File: src/rtl/can_mode_pkg.sv
package can_mode_pkg;
    localparam int MODE_W = 2;
    localparam int CODE_W = 2;

    typedef enum logic [MODE_W-1:0] {
        MODE_RUN   = 2'b00,
        MODE_RESET = 2'b01,
        MODE_HALT  = 2'b10
    } mode_e;

    localparam logic [CODE_W-1:0] REQ_RUN   = 2'b00;
    localparam logic [CODE_W-1:0] REQ_RESET = 2'b01;
    localparam logic [CODE_W-1:0] REQ_HALT  = 2'b10;
    localparam logic [CODE_W-1:0] REQ_FORCE = 2'b11;

    localparam logic [1:0] BO_HOLD      = 2'b00;
    localparam logic [1:0] BO_AUTO_NOW  = 2'b01;
    localparam logic [1:0] BO_AUTO_DONE = 2'b10;
    localparam logic [1:0] BO_ON_REQ    = 2'b11;

    function automatic mode_e req_target(input logic [CODE_W-1:0] code);
        case (code)
            REQ_RUN:  req_target = MODE_RUN;
            REQ_HALT: req_target = MODE_HALT;
            default:  req_target = MODE_RESET;
        endcase
    endfunction
endpackage

File: src/rtl/can_mode_req.sv
module can_mode_req
    import can_mode_pkg::*;
(
    input  logic              clk,
    input  logic              rst_n,
    input  logic              req_valid,
    input  logic [CODE_W-1:0] req_code,
    input  mode_e             mode_d,
    output logic              pend_q,
    output logic [CODE_W-1:0] code_q
);
    always_ff @(posedge clk or negedge rst_n) begin
        if (!rst_n) begin
            pend_q <= 1'b0;
            code_q <= REQ_RUN;
        end else if (req_valid) begin
            pend_q <= 1'b1;
            code_q <= req_code;
        end else if (pend_q && (req_target(code_q) == mode_d)) begin
            pend_q <= 1'b0;
        end
    end
endmodule

File: src/rtl/can_mode_gate.sv
module can_mode_gate
    import can_mode_pkg::*;
(
    input  mode_e             mode_q,
    input  logic              pend_q,
    input  logic [CODE_W-1:0] code_q,
    input  logic [1:0]        bo_option,
    input  logic              is_tx,
    input  logic              is_rx,
    input  logic              tx_suspended,
    input  logic              bus_idle,
    input  logic              frame_end,
    input  logic              bus_err,
    input  logic              arb_lost,
    input  logic              bus_off,
    input  logic              boff_rec_done,
    input  logic              bus_locked,
    output logic              go_reset,
    output logic              go_halt,
    output logic              go_run
);
    logic frame_break;
    logic frame_ready;
    logic reset_ready;
    logic want_halt;
    logic boff_halt;

    always_comb begin
        frame_break = frame_end | bus_err | arb_lost;
        frame_ready = !(is_tx | is_rx) | frame_break;
        if (tx_suspended)
            reset_ready = bus_idle | frame_end | is_rx;
        else
            reset_ready = !is_tx | frame_break;

        want_halt = pend_q && (code_q == REQ_HALT);

        unique case (bo_option)
            BO_HOLD:      boff_halt = 1'b0;
            BO_AUTO_NOW:  boff_halt = 1'b1;
            BO_AUTO_DONE: boff_halt = boff_rec_done;
            BO_ON_REQ:    boff_halt = want_halt;
            default:      boff_halt = 1'b0;
        endcase

        go_reset = pend_q && ((code_q == REQ_FORCE) ||
                   ((code_q == REQ_RESET) &&
                    ((mode_q == MODE_HALT) || bus_off || reset_ready)));

        go_halt = 1'b0;
        if (!bus_locked) begin
            unique case (mode_q)
                MODE_RESET: go_halt = want_halt;
                MODE_RUN:   go_halt = bus_off ? boff_halt : (want_halt && frame_ready);
                default:    go_halt = 1'b0;
            endcase
        end

        go_run = pend_q && (code_q == REQ_RUN) && bus_idle && (mode_q != MODE_RUN);
    end
endmodule

File: src/rtl/can_mode_fsm.sv
module can_mode_fsm
    import can_mode_pkg::*;
(
    input  logic  clk,
    input  logic  rst_n,
    input  logic  go_reset,
    input  logic  go_halt,
    input  logic  go_run,
    input  logic  bus_locked,
    output mode_e mode_q,
    output mode_e mode_d,
    output logic  lock_q
);
    logic lock_d;

    always_ff @(posedge clk or negedge rst_n) begin
        if (!rst_n) begin
            mode_q <= MODE_RESET;
            lock_q <= 1'b0;
        end else begin
            mode_q <= mode_d;
            lock_q <= lock_d;
        end
    end

    always_comb begin
        mode_d = mode_q;
        unique case (mode_q)
            MODE_RUN: begin
                if (go_reset)     mode_d = MODE_RESET;
                else if (go_halt) mode_d = MODE_HALT;
            end
            MODE_RESET: begin
                if (go_halt)      mode_d = MODE_HALT;
                else if (go_run)  mode_d = MODE_RUN;
            end
            MODE_HALT: begin
                if (go_reset)     mode_d = MODE_RESET;
                else if (go_run)  mode_d = MODE_RUN;
            end
            default:              mode_d = MODE_RESET;
        endcase
        lock_d = bus_locked |
                 (lock_q & !((mode_d == MODE_RESET) && (mode_q != MODE_RESET)));
    end
endmodule

File: src/rtl/can_mode_seq.sv
module can_mode_seq
    import can_mode_pkg::*;
(
    input  logic        clk,
    input  logic        rst_n,
    input  logic        req_valid,
    input  logic [1:0]  req_code,
    input  logic [1:0]  bo_option,
    input  logic        is_tx,
    input  logic        is_rx,
    input  logic        tx_suspended,
    input  logic        bus_idle,
    input  logic        frame_end,
    input  logic        bus_err,
    input  logic        arb_lost,
    input  logic        bus_off,
    input  logic        boff_rec_done,
    input  logic        bus_locked,
    output logic [1:0]  mode,
    output logic        req_pending,
    output logic        lock_flag
);
    mode_e             mode_q;
    mode_e             mode_d;
    logic              pend_q;
    logic [CODE_W-1:0] code_q;
    logic              go_reset;
    logic              go_halt;
    logic              go_run;
    logic              lock_q;

    can_mode_req u_req (
        .clk(clk), .rst_n(rst_n), .req_valid(req_valid), .req_code(req_code),
        .mode_d(mode_d), .pend_q(pend_q), .code_q(code_q)
    );

    can_mode_gate u_gate (
        .mode_q(mode_q), .pend_q(pend_q), .code_q(code_q), .bo_option(bo_option),
        .is_tx(is_tx), .is_rx(is_rx), .tx_suspended(tx_suspended),
        .bus_idle(bus_idle), .frame_end(frame_end), .bus_err(bus_err),
        .arb_lost(arb_lost), .bus_off(bus_off), .boff_rec_done(boff_rec_done),
        .bus_locked(bus_locked), .go_reset(go_reset), .go_halt(go_halt),
        .go_run(go_run)
    );

    can_mode_fsm u_fsm (
        .clk(clk), .rst_n(rst_n), .go_reset(go_reset), .go_halt(go_halt),
        .go_run(go_run), .bus_locked(bus_locked), .mode_q(mode_q),
        .mode_d(mode_d), .lock_q(lock_q)
    );

    always_comb begin
        mode        = mode_q;
        req_pending = pend_q;
        lock_flag   = lock_q;
    end
endmodule

File: config.mk
export PLATFORM = sky130hd
export DESIGN_NAME = can_mode_seq
export DESIGN_NICKNAME = d
export VERILOG_FILES = /design/src/rtl/can_mode_pkg.sv /design/src/rtl/can_mode_req.sv /design/src/rtl/can_mode_gate.sv /design/src/rtl/can_mode_fsm.sv /design/src/rtl/can_mode_seq.sv
export SDC_FILE = /design/constraint.sdc
export NUM_CORES = 1
export LEC_CHECK = 0
export BUFFER_PORTS_ARGS = -buffer_cell sky130_fd_sc_hd__buf_2
export CORE_AREA = 2 2 39 41
export DETAILED_ROUTE_END_ITERATION = 12
export DIE_AREA = 0 0 41 43
export GPL_TIMING_DRIVEN = 0
export HOLD_SLACK_MARGIN = 0.15
export PLACE_DENSITY = 0.58
export SYNTH_ARGS = -nofsm -noshare
export SYNTH_HDL_FRONTEND = slang
export SYNTH_SLANG_ARGS = --single-unit
File: constraint.sdc
create_clock -name clk -period 1.7 [get_ports clk]
set_clock_uncertainty 0.15 [all_clocks]
set_input_delay 0 -clock clk [delete_from_list [all_inputs] [get_ports clk]]
set_output_delay 0 -clock clk [all_outputs]
set_load 0.05 [all_outputs]
# Yosys cells after proc, flatten, opt, wreduce, memory -nomap -nowiden
# Index checks and enable logic that the tools add are counted.
[totals]
word_cells = 59
reg_bits = 6
[op_classes]
reduce_logical = 20
eq_ne = 11
bitwise_logic = 9
muxes = 15
[ops]
columns = ["cell", "n"]
rows = [
  ["2-bit 2-to-1 mux", 6],
  ["2-bit == test (second input constant)", 5],
  ["1-bit logical AND", 9],
  ["2-bit by 1-bit == test with 1-bit output (second input constant)", 4],
  ["1-bit OR", 8],
  ["2-bit logical NOT", 3],
  ["2-bit case mux with 3 select lines", 1],
  ["1-bit 2-to-1 mux", 5],
  ["1-bit case mux with 4 select lines", 1],
  ["2-bit case mux with 2 select lines", 1],
  ["2-bit nonzero test", 2],
  ["1-bit logical NOT", 3],
  ["1-bit logical OR", 3],
  ["2-bit == test", 1],
  ["2-bit by 1-bit inequality test with 1-bit output (second input constant)", 1],
  ["1-bit case mux with 2 select lines", 1],
  ["1-bit bitwise AND", 1],
]

# Depth between registers and ports, before layout
# Gate-level depths: netlist of the first run.
[depth]
word_depth = 15
depth_mapped = 6
depth_no_buf = 6

# By module
# From an unflattened synthesis of the first run, not the netlist that was laid out.
[hier_totals]
cells_unflattened = 40
area_unflattened_um2 = 397.9
[by_module_without_submodules]
columns = ["mod", "area_each_um2", "instances", "cells_per_inst"]
rows = [
  ["can_mode_fsm", 140.1, 1, 11],
  ["can_mode_req", 132.6, 1, 10],
  ["can_mode_gate", 125.1, 1, 19],
]

# Worst setup path before layout of the first run
# Ideal clock, no wire load.
[synth_timing]
kind = "register -> register"
start = "register u_fsm.mode_q[0]"
end = "register u_req.pend_q"
path_buffers = 0
stages_incl_launch_ff = 7
slack_ns = -0.301
arrival_time_ns = 1.722
required_ns = 1.422
path_cell_list = "dfstp_2 nor2b_1 or3_1 o21ai_2 o21a_2 and4bb_1 a211oi_2"
[synth_via]
elab_chain_cells = 11
[synth_rtl]
columns = ["element", "line_no", "source"]
rows = [
  ["start, declared", "can_mode_fsm.sv:10", "output mode_e mode_q,"],
  ["start signal, assigned", "can_mode_fsm.sv:21", "mode_q <= mode_d;"],
  ["parallel branches: the longest is 7 deep, another holds 2-bit by 1-bit == test with 1-bit output", "n/a", ""],
  ["2-bit case mux with 3 select lines *", "can_mode_fsm.sv:28", "unique case (mode_q)"],
  ["2-bit == test *", "can_mode_req.sv:19", "end else if (pend_q && (req_target(code_q) == mode_d)) begin"],
  ["1-bit logical AND *", "can_mode_req.sv:19", ""],
  ["2-bit nonzero test (no source line) *", "n/a", ""],
  ["end signal, assigned", "can_mode_req.sv:14", "pend_q <= 1'b0;"],
  ["end signal, assigned", "can_mode_req.sv:17", "pend_q <= 1'b1;"],
  ["end signal, assigned", "can_mode_req.sv:20", "pend_q <= 1'b0;"],
  ["end, declared", "can_mode_req.sv:9", "output logic pend_q,"],
]
# Every way passes the cells marked *.
# A chain may end at the register's enable or synchronous reset.

# Worst setup path after layout of the first run
# Same ends and word-level chain as after synthesis.

==> summary.txt, run 1 <==
Critical path
  – Arr. time, crit path: 1.89 ns
  – Worst R2R Start: u_fsm.mode_q[0]
  – Worst reg2reg path depth: 6
  – Worst Path Required: 1.67 ns
  – CP peak stage delay: 0.64 ns
  – Setup CP Type: reg2reg
  – CP top delay family: flip-flops
  – Crit-path slowest cell: dfstp_4
  – Critical Path Sink Type: register
  – Max FO, Critical Path: 5
  – R2R Path End: u_req.pend_q
  – Reg2Reg Setup Slack: -0.22 ns
  – Bufs and invs on worst path: 0
  – Crit-path cells: nor2b_2 > or3_1 > o21ai_2 > o21a_2 > and4bb_1 > a211oi_2
  – Crit start category: register

Yosys
  – Mapped cell area: 388 um2
  – Leading area contributor after synthesis: dfrtp_1
  – Most frequent cells after synthesis: dfrtp_1 (5), inv_1 (4), nand2_1 (4)
  – Syn Inst Count: 41
  – Area share of the largest cell type after synthesis: 32.3%
  – Ys flop type: dfrtp_1
  – Post-synth EDFFs: 0
  – Avg Inst Size Synth: 9.46 um2
  – Synthesized net count: 58
  – Synth unique cells: 26
  – Synth top area cells: dfrtp_1 (32%), dfstp_2 (6.8%), a211oi_2 (6.5%), nor3_1 (3.9%), inv_1 (3.9%)
  – Yosys reg bits: 6
  – Top-count cell post-synth: dfrtp_1
  – Sequential fraction of the synthesis area: 39.0%
  – Yosys warns: 0
  – Async SR Flop Fraction: 100%

Power
  – Leakage: 0.000328 uW
  – Worst VDD drop: 0.000701 V
  – Total power draw: 1000 uW
  – Power Dens Cells: 1440 nW/um2

STA
  – Fin crit share: 113%
  – Setup tns final: -0.424 ns
  – Max_slew headroom: 80.9%
  – Setup ws final: -0.219 ns
  – F_max: 521 MHz
  – Final setup vio count: 3
  – Min cycle time layout: 1.92 ns
  – Max-slew violations: 0
  – Worst-margin pin slew: 0.286 ns
  – Fin. Hold Viols: 0
  – RSZ-0062 raised after global routing: yes

Clock network
  – Clk pin slew, worst setup/hold paths: 0.05 ns
  – # hold bufs at CTS: 8
  – Clock sinks: 6
  – H-tree lvl count: 1
  – CTS tree: yes
  – CTS Root Cell: clkbuf_4
  – Max Root-Sink Buffers: 2
  – Clk_lat worst skew: 0.25 ns
  – Num CTS Buffers: 3

Flow run
  – Max_cap viols: 0

Floorplan
  – Starting Density: 28.0%
  – Die Width: 41 um
  – Die H: 43 um
  – Total die area: 1760 um2
  – Io pins: 21
  – Cell Rows: 14
  – Core Box Area: 1380 um2

Placed design
  – Dpl ws: -0.241 ns
  – HPWL after detailed placement: 719 um
  – Dpl cell area: 514 um2
  – Placed cells: 77
  – GP Congestion: 0.693
  – Port bufs: 20

Global route
  – Global-route wire length before repair: 1.49 mm
  – Vias in the first global route: 391
  – Aggregate global routing overflow: 0
  – Antenna violations before repair: 0
  – Largest net degree at the start of global routing: 7
  – GRT Util Overall: 12.8%

Finish
  – Antenna Diode Count: 0
  – Fill count: 138
  – Post-route cell area: 698 um2
  – FF/Latch Area: 158 um2
  – Share of cells above drive strength 1: 52.5%
  – Final Net Count: 98
  – Post-Layout Cell Count: 96
  – Layout area overhead: 80.0%
  – Area of the multi-input gates: 243 um2

Drt
  – Via count: 451
  – Antenna-violating nets left: 0
  – Starting DRT DRC Count: 5
  – DRT Wirelength: 1.07 mm
  – Total iterations of the first detailed-routing run: 4
  – Avg WL per Cell: 11.1 um
  – Vias per Instance: 4.70
  – Post-route DRC: 0

Run status
  – Failing checks: negative setup slack
  – Status: complete, but fails checks

Hold path
  – WHS Path Cells: 5
  – Worst hold path class: in2reg
  – Hold endpoint: u_fsm.mode_q[1]
  – Hold Crit Start: bus_off
## layer usage
metal  up-vias  wire [um]  GRT usage (%)
li1        234          -              -
met5         -          0              0
met4         0          0           10.0
met3         0         82           1.57
met2        19        546           20.6
met1       198        439           13.9
## logic make-up (layout without fill, tap and decap cells)
group / count (synthesis) / in the layout / synth area share [%]
multiplexers: 1 / 1 / 2.90
AO/OA/AOI/OAI: 13 / 13 / 28.4
flip-flops: 6 / 6 / 39.0
buffers and inverters: 4 / 43 / 3.87
AND/OR/NAND/NOR: 17 / 17 / 25.8
## registers in the layout, summed over array words and instances (netlist names)
register	flops
u_req.code_q	2
u_req.pend_q	1
u_fsm.mode_q	2
u_fsm.lock_q	1
## power by group
| part | switching [uW] | internal [uW] | leakage (uW) |
|---|---|---|---|
| Combinational | 322 | 256 | 0.000247 |
| Sequential | 61.7 | 216 | 0.0000663 |
| Clock | 58.1 | 89.3 | 0.0000150 |
| Total | 442 | 561 | 0.000328 |
## worst reg2reg max path: cells and delay by family, from the launching register on
family,cells,cell delay [ns]
AOI/OAI and AO/OA,3,0.44
DFF,1,0.64
and+or+nand+nor,3,0.58
## layout make-up
class                           instances  area share (%)
Multi-Input combinational cell         31            34.8
Timing Repair Buffer                   35            33.9
Sequential cell                         6            22.6
Clock buffer                            4            3.76
Tap cell                               16            2.87
Inverter                                4            2.15
## cell usage in the layout, fill, tap and decap left out, types with 2 or more instances in the layout
cell type      count
buf_4              6
dfrtp_1            3
buf_2             20
nor3_1             3
clkbuf_4           3
nor2_1             3
inv_1              4
dlygate4sd3_1      8
a211oi_2           2
dfrtp_2            2
nand2_1            4
## per-stage QoR
step	utilization, %	hold slack [ns]
final	50.5	0.0698
after floorplan	-	-0.446
after detailed placement	37.2	-0.318
after CTS	48.2	0.0636
after global placement	37.2	-0.319
after global routing	50.5	0.0927
## worst max-delay path by stage
stage                          startpoint           end  slack, ns  cells past startpoint
after floorplan           u_fsm.mode_q[0]  u_req.pend_q      -0.24                      6
after global placement    u_fsm.mode_q[0]  u_req.pend_q      -0.22                      6
after detailed placement  u_fsm.mode_q[0]  u_req.pend_q      -0.24                      6
after CTS                 u_fsm.mode_q[0]  u_req.pend_q      -0.24                      6
after global routing      u_fsm.mode_q[0]  u_req.pend_q      -0.29                      6
final                     u_fsm.mode_q[0]  u_req.pend_q      -0.22                      6
## repair_timing
| item | CTS | global route |
|---|---|---|
| setup buffers | 6 | 1 |
| resized for setup | 1 | 4 |
| hold endpoints to repair | 11 | 1 |
| pin swaps | 1 | 3 |
| setup endpoints to repair | 1 | 4 |
Power figures use the tool's default switching activity.
==> run 2, diff against run 1 <==
--- a/config.mk
+++ b/config.mk
@@ -9,7 +9,7 @@
 export CORE_AREA = 2 2 39 41
 export DETAILED_ROUTE_END_ITERATION = 12
 export DIE_AREA = 0 0 41 43
-export GPL_TIMING_DRIVEN = 0
+export GPL_TIMING_DRIVEN = 1
 export HOLD_SLACK_MARGIN = 0.15
 export PLACE_DENSITY = 0.58
 export SYNTH_ARGS = -nofsm -noshare
==> summary.txt, run 2 (synthesized netlist as in run 1, its figures left out) <==
Clock network
  – H-tree lvl count: 1
  – CTS tree: yes
  – Clk_lat worst skew: 0.25 ns
  – CTS Root Cell: clkbuf_4
  – # hold bufs at CTS: 8
  – Clock sinks: 6
  – Max Root-Sink Buffers: 2
  – Setup Fix Bufs, Post-CTS: 0
  – Clk pin slew, worst setup/hold paths: 0.05 ns
  – Num CTS Buffers: 3

Power
  – Leakage: 0.000328 uW
  – Worst VDD drop: 0.000722 V
  – Power Dens Cells: 1400 nW/um2

Floorplan
  – Core Box Area: 1380 um2
  – Die Width: 41 um
  – Io pins: 21
  – Total die area: 1760 um2
  – Die H: 43 um
  – Starting Density: 28.0%
  – Cell Rows: 14

Critical path
  – CP top delay family: flip-flops
  – Crit. path cell count: 6
  – Arr. time, crit path: 1.88 ns
  – Crit. Startpoint: u_fsm.mode_q[0]
  – Worst Path Required: 1.67 ns
  – Max FO, Critical Path: 5
  – Setup CP Type: reg2reg
  – Crit-path slowest cell: dfstp_4
  – Bufs and invs on worst path: 0
  – Reg2Reg Setup Slack: -0.21 ns
  – Crit-path cells: nor2b_2 > or3_1 > o21ai_2 > o21a_2 > and4bb_1 > a211oi_2
  – Worst R2R Start: u_fsm.mode_q[0]
  – Critical Path Sink Type: register
  – Crit start category: register
  – R2R Path End: u_req.pend_q
  – CP peak stage delay: 0.64 ns
  – Worst reg2reg path depth: 6
  – Setup crit end: u_req.pend_q

Global route
  – GRT Util Overall: 14.4%
  – Antenna violations before repair: 0
  – Aggregate global routing overflow: 0
  – Global-route wire length before repair: 1.66 mm
  – Vias in the first global route: 437
  – Largest net degree at the start of global routing: 7

Drt
  – Post-route DRC: 0
  – Antenna-violating nets left: 0
  – Vias per Instance: 4.85
  – Avg WL per Cell: 11.1 um
  – Starting DRT DRC Count: 8
  – Total iterations of the first detailed-routing run: 4
  – DRT Wirelength: 1.06 mm
  – Via count: 466

Finish
  – Fill count: 142
  – Most frequent cells in the layout: buf_2 (20), dlygate4sd3_1 (8), buf_4 (7)
  – Top Registers: u_fsm.mode_q x2, u_req.code_q x2
  – Share of cells above drive strength 1: 52.5%
  – Commonest non-fill, non-tap cell in the layout: buf_2
  – Utilization after layout: 49.4%
  – Layout area overhead: 76.1%
  – Antenna Diode Count: 0
  – Final Net Count: 98

STA
  – Final setup vio count: 1
  – Hold WS: 0.0602 ns
  – Worst-margin pin slew: 0.318 ns
  – Setup ws final: -0.207 ns
  – Min cycle time layout: 1.91 ns
  – F_max: 524 MHz
  – RSZ-0062 raised after global routing: yes
  – Max_slew headroom: 78.7%
  – Max-slew violations: 0
  – Fin. Hold Viols: 0
  – Fin crit share: 112%

Hold path
  – Worst hold path class: in2reg

Placed design
  – Dpl ws: -0.196 ns
  – HPWL after detailed placement: 781 um
  – Port bufs: 20
  – GP Congestion: 0.710

Run status
  – Status: complete, but fails checks
  – Failing checks: negative setup slack

Flow run
  – Max_cap viols: 0
## run 2: cell count changes in the layout (fill, tap and decap cells not counted)
cell / before / now
a2111oi_1: 0 / 1
a2111oi_4: 1 / 0
buf_4: 6 / 7
buf_6: 1 / 0
o22ai_1: 1 / 0
o22ai_2: 0 / 1
## run 2: where the power goes
part,leakage (uW),internal [uW],total (uW),switching (uW)
combinational,0.000247,231,564,333
sequential,0.0000663,214,250,35.6
clock,0.0000150,89.2,146,56.6
total,0.000328,535,959,425
## run 2: metal layers
| layer | track usage (%) | up-vias | wire (um) |
|---|---|---|---|
| li1 | - | 235 | - |
| met1 | 15.2 | 208 | 451 |
| met2 | 23.4 | 19 | 515 |
| met3 | 3.14 | 4 | 68 |
| met4 | 10.0 | 0 | 26 |
| met5 | 0 | - | 0 |
## run 2: cell type report
| type | instances | area, um2 | share of cell area [%] |
|---|---|---|---|
| clock buffers | 4 | 26.3 | 3.85 |
| inverters | 4 | 15.0 | 2.20 |
| multi-input cells | 31 | 231 | 33.9 |
| flip-flops and latches | 6 | 158 | 23.1 |
| well taps | 16 | 20.0 | 2.93 |
| repair buffers | 35 | 233 | 34.1 |
## run 2: timing repair
action	in CTS	in global routing
gates cloned	0	0
hold endpoints to repair	12	1
pin swaps	0	0
endpoints found under the setup margin	2	2
resized for setup	2	1
## run 2: worst min-delay path by stage
stage,from,end,slack (ns),cells after the start
2_1_floorplan,rst_n,u_fsm.lock_q,-0.45,0
3_3_place_gp,rst_n,u_req.code_q[1],-0.32,1
3_5_place_dp,rst_n,u_req.code_q[1],-0.32,1
4_1_cts,bus_off,u_fsm.mode_q[1],0.05,5
5_1_grt,bus_off,u_fsm.mode_q[1],0.1,5
6_report,bus_off,u_fsm.mode_q[1],0.06,5
## run 2: worst reg2reg max path: cells and delay by family (launching register included)
kind | cells | cell delay, ns
compound gates | 3 | 0.42
simple gates | 3 | 0.57
flops | 1 | 0.64
## run 2: per-stage QoR
| stage | power, uW | area, um2 | cells | setup TNS (ns) |
|---|---|---|---|---|
| 6_report | 959 | 683 | 96 | -0.207 |
| 5_1_grt | 1030 | 683 | 96 | -0.388 |
| 3_5_place_dp | 785 | 567 | 84 | -0.199 |
| 3_3_place_gp | 779 | 567 | 84 | -0.177 |
| 4_1_cts | 955 | 677 | 96 | -0.195 |
| 2_1_floorplan | 593 | 394 | 41 | -0.245 |
==> run 3, diff against run 2 <==
--- a/config.mk
+++ b/config.mk
@@ -5,8 +5,9 @@
 export SDC_FILE = /design/constraint.sdc
 export NUM_CORES = 1
 export LEC_CHECK = 0
-export BUFFER_PORTS_ARGS = -buffer_cell sky130_fd_sc_hd__buf_2
+export BUFFER_PORTS_ARGS = -buffer_cell sky130_fd_sc_hd__buf_4
 export CORE_AREA = 2 2 39 41
+export CTS_CLUSTER_SIZE = 25
 export DETAILED_ROUTE_END_ITERATION = 12
 export DIE_AREA = 0 0 41 43
 export GPL_TIMING_DRIVEN = 1
==> summary.txt, run 3 (synthesized netlist as in run 1, its figures left out) <==
Run status
  – Status: complete, but fails checks
  – Failing checks: negative setup slack

Finish
  – Antenna Diode Count: 0
  – Final Net Count: 98
  – Top Registers: u_fsm.mode_q x2, u_req.code_q x2
  – Most frequent cells in the layout: buf_4 (27), dlygate4sd3_1 (8), inv_1 (4), nand2_1 (4)
  – Area of the multi-input gates: 226 um2
  – Layout area overhead: 88.1%
  – Utilization after layout: 52.7%
  – Commonest non-fill, non-tap cell in the layout: buf_4
  – Post-Layout Cell Count: 96
  – Share of cells above drive strength 1: 53.8%
  – Fill count: 141
  – FF/Latch Area: 159 um2

Clock network
  – CTS Root Cell: clkbuf_4
  – Setup Fix Bufs, Post-CTS: 0
  – H-tree lvl count: 1
  – Clk_lat worst skew: 0.25 ns
  – # hold bufs at CTS: 8
  – Clock sinks: 6
  – Num CTS Buffers: 3
  – Clk pin slew, worst setup/hold paths: 0.05 ns
  – Max Root-Sink Buffers: 2
  – CTS tree: yes

Drt
  – Starting DRT DRC Count: 1
  – DRT Wirelength: 1.12 mm
  – Avg WL per Cell: 11.7 um
  – Total iterations of the first detailed-routing run: 2
  – Antenna-violating nets left: 0
  – Post-route DRC: 0
  – Vias per Instance: 4.83
  – Via count: 464

Power
  – P_int: 575 uW
  – Logic pwr share: 60.2%
  – Switching share of total power: 42.7%
  – Seq pwr share: 25.3%
  – Clock power share: 14.6%
  – Switching power: 429 uW
  – Power Dens Cells: 1380 nW/um2
  – Worst VDD drop: 0.000558 V
  – Leakage: 0.000344 uW

Critical path
  – Worst Path Required: 1.68 ns
  – Crit start category: register
  – Reg2Reg Setup Slack: -0.19 ns
  – Critical Path Sink Type: register
  – Max FO, Critical Path: 5
  – Arr. time, crit path: 1.87 ns
  – Setup CP Type: reg2reg

Floorplan
  – Core Box Area: 1380 um2
  – Starting Density: 28.0%
  – Die Width: 41 um
  – Io pins: 21
  – Cell Rows: 14
  – Die H: 43 um
  – Total die area: 1760 um2

Placed design
  – HPWL after detailed placement: 826 um
  – Placed cells: 84
  – Port bufs: 20
  – GP Congestion: 0.687

Global route
  – Largest net degree at the start of global routing: 7
  – Aggregate global routing overflow: 0
  – Vias in the first global route: 442
  – GRT Util Overall: 15.1%
  – Global-route wire length before repair: 1.75 mm
  – Antenna violations before repair: 0

STA
  – Max-slew violations: 0
  – RSZ-0062 raised after global routing: yes
  – Max_slew headroom: 73.3%
  – Fin crit share: 111%
  – F_max: 529 MHz
  – Min cycle time layout: 1.89 ns
  – Worst-margin pin slew: 0.391 ns
  – Setup ws final: -0.189 ns
  – Final setup vio count: 1
  – Fin. Hold Viols: 0

Flow run
  – Max_cap viols: 0

Hold path
  – Worst hold path class: in2reg
## run 3: power groups by stage
stage / logic, uW / registers (uW) / clock network [uW]
after floorplan: 159 / 434 / 0
after global placement: 582 / 247 / 0
after global routing: 655 / 260 / 157
final: 604 / 254 / 146
after detailed placement: 586 / 251 / 0
after CTS: 603 / 248 / 149
## run 3: final cells by class
class	instances	area share, %
clock buffers	4	3.60
inverters	4	2.06
multi-input cells	31	31.0
flip-flops and latches	6	21.8
well taps	16	2.74
repair buffers	35	38.8
## run 3: critical path, cell delays in order (launching register included)
cell,delay [ns]
dfstp_4,0.63
nor2b_2,0.05
or3_1,0.32
o21ai_2,0.16
o21a_2,0.19
and4bb_1,0.21
a211oi_2,0.07
## run 3: timing repair
| action | in CTS | in global routing |
|---|---|---|
| gates resized for setup | 0 | 3 |
| endpoints found under the setup margin | 1 | 2 |
| hold endpoints to repair | 12 | 2 |
## run 3: stage by stage
step                hold WS, ns  TNS (ns)  worst slack (ns)  power (uW)  cell area, um2
finish                   0.0376    -0.189            -0.189        1000             729
global route             0.0695    -0.266            -0.265        1070             729
CTS                      0.0361    -0.207            -0.207        1000             723
detailed placement       -0.339    -0.195            -0.195         836             617
global placement         -0.339    -0.158            -0.158         829             617
floorplan                -0.446    -0.245            -0.245         593             394
## run 3: worst paths after layout
path	start	endpoint	cells past startpoint
max	u_fsm.mode_q[0]	u_req.pend_q	6
min	bus_off	u_fsm.mode_q[1]	5
max reg2reg	u_fsm.mode_q[0]	u_req.pend_q	6
min reg2reg	u_fsm.lock_q	u_fsm.lock_q	1
max in group asynchronous	rst_n	u_fsm.mode_q[0]	3
min in group asynchronous	rst_n	u_req.code_q[0]	3
## run 3: per-layer routing
metal / vias up / GRT usage, % / wire length [um]
met4: 0 / 10.0 / 26
met5: - / 0 / 0
met3: 4 / 4.19 / 95
met2: 19 / 24.7 / 584
li1: 235 / - / -
met1: 206 / 15.4 / 414
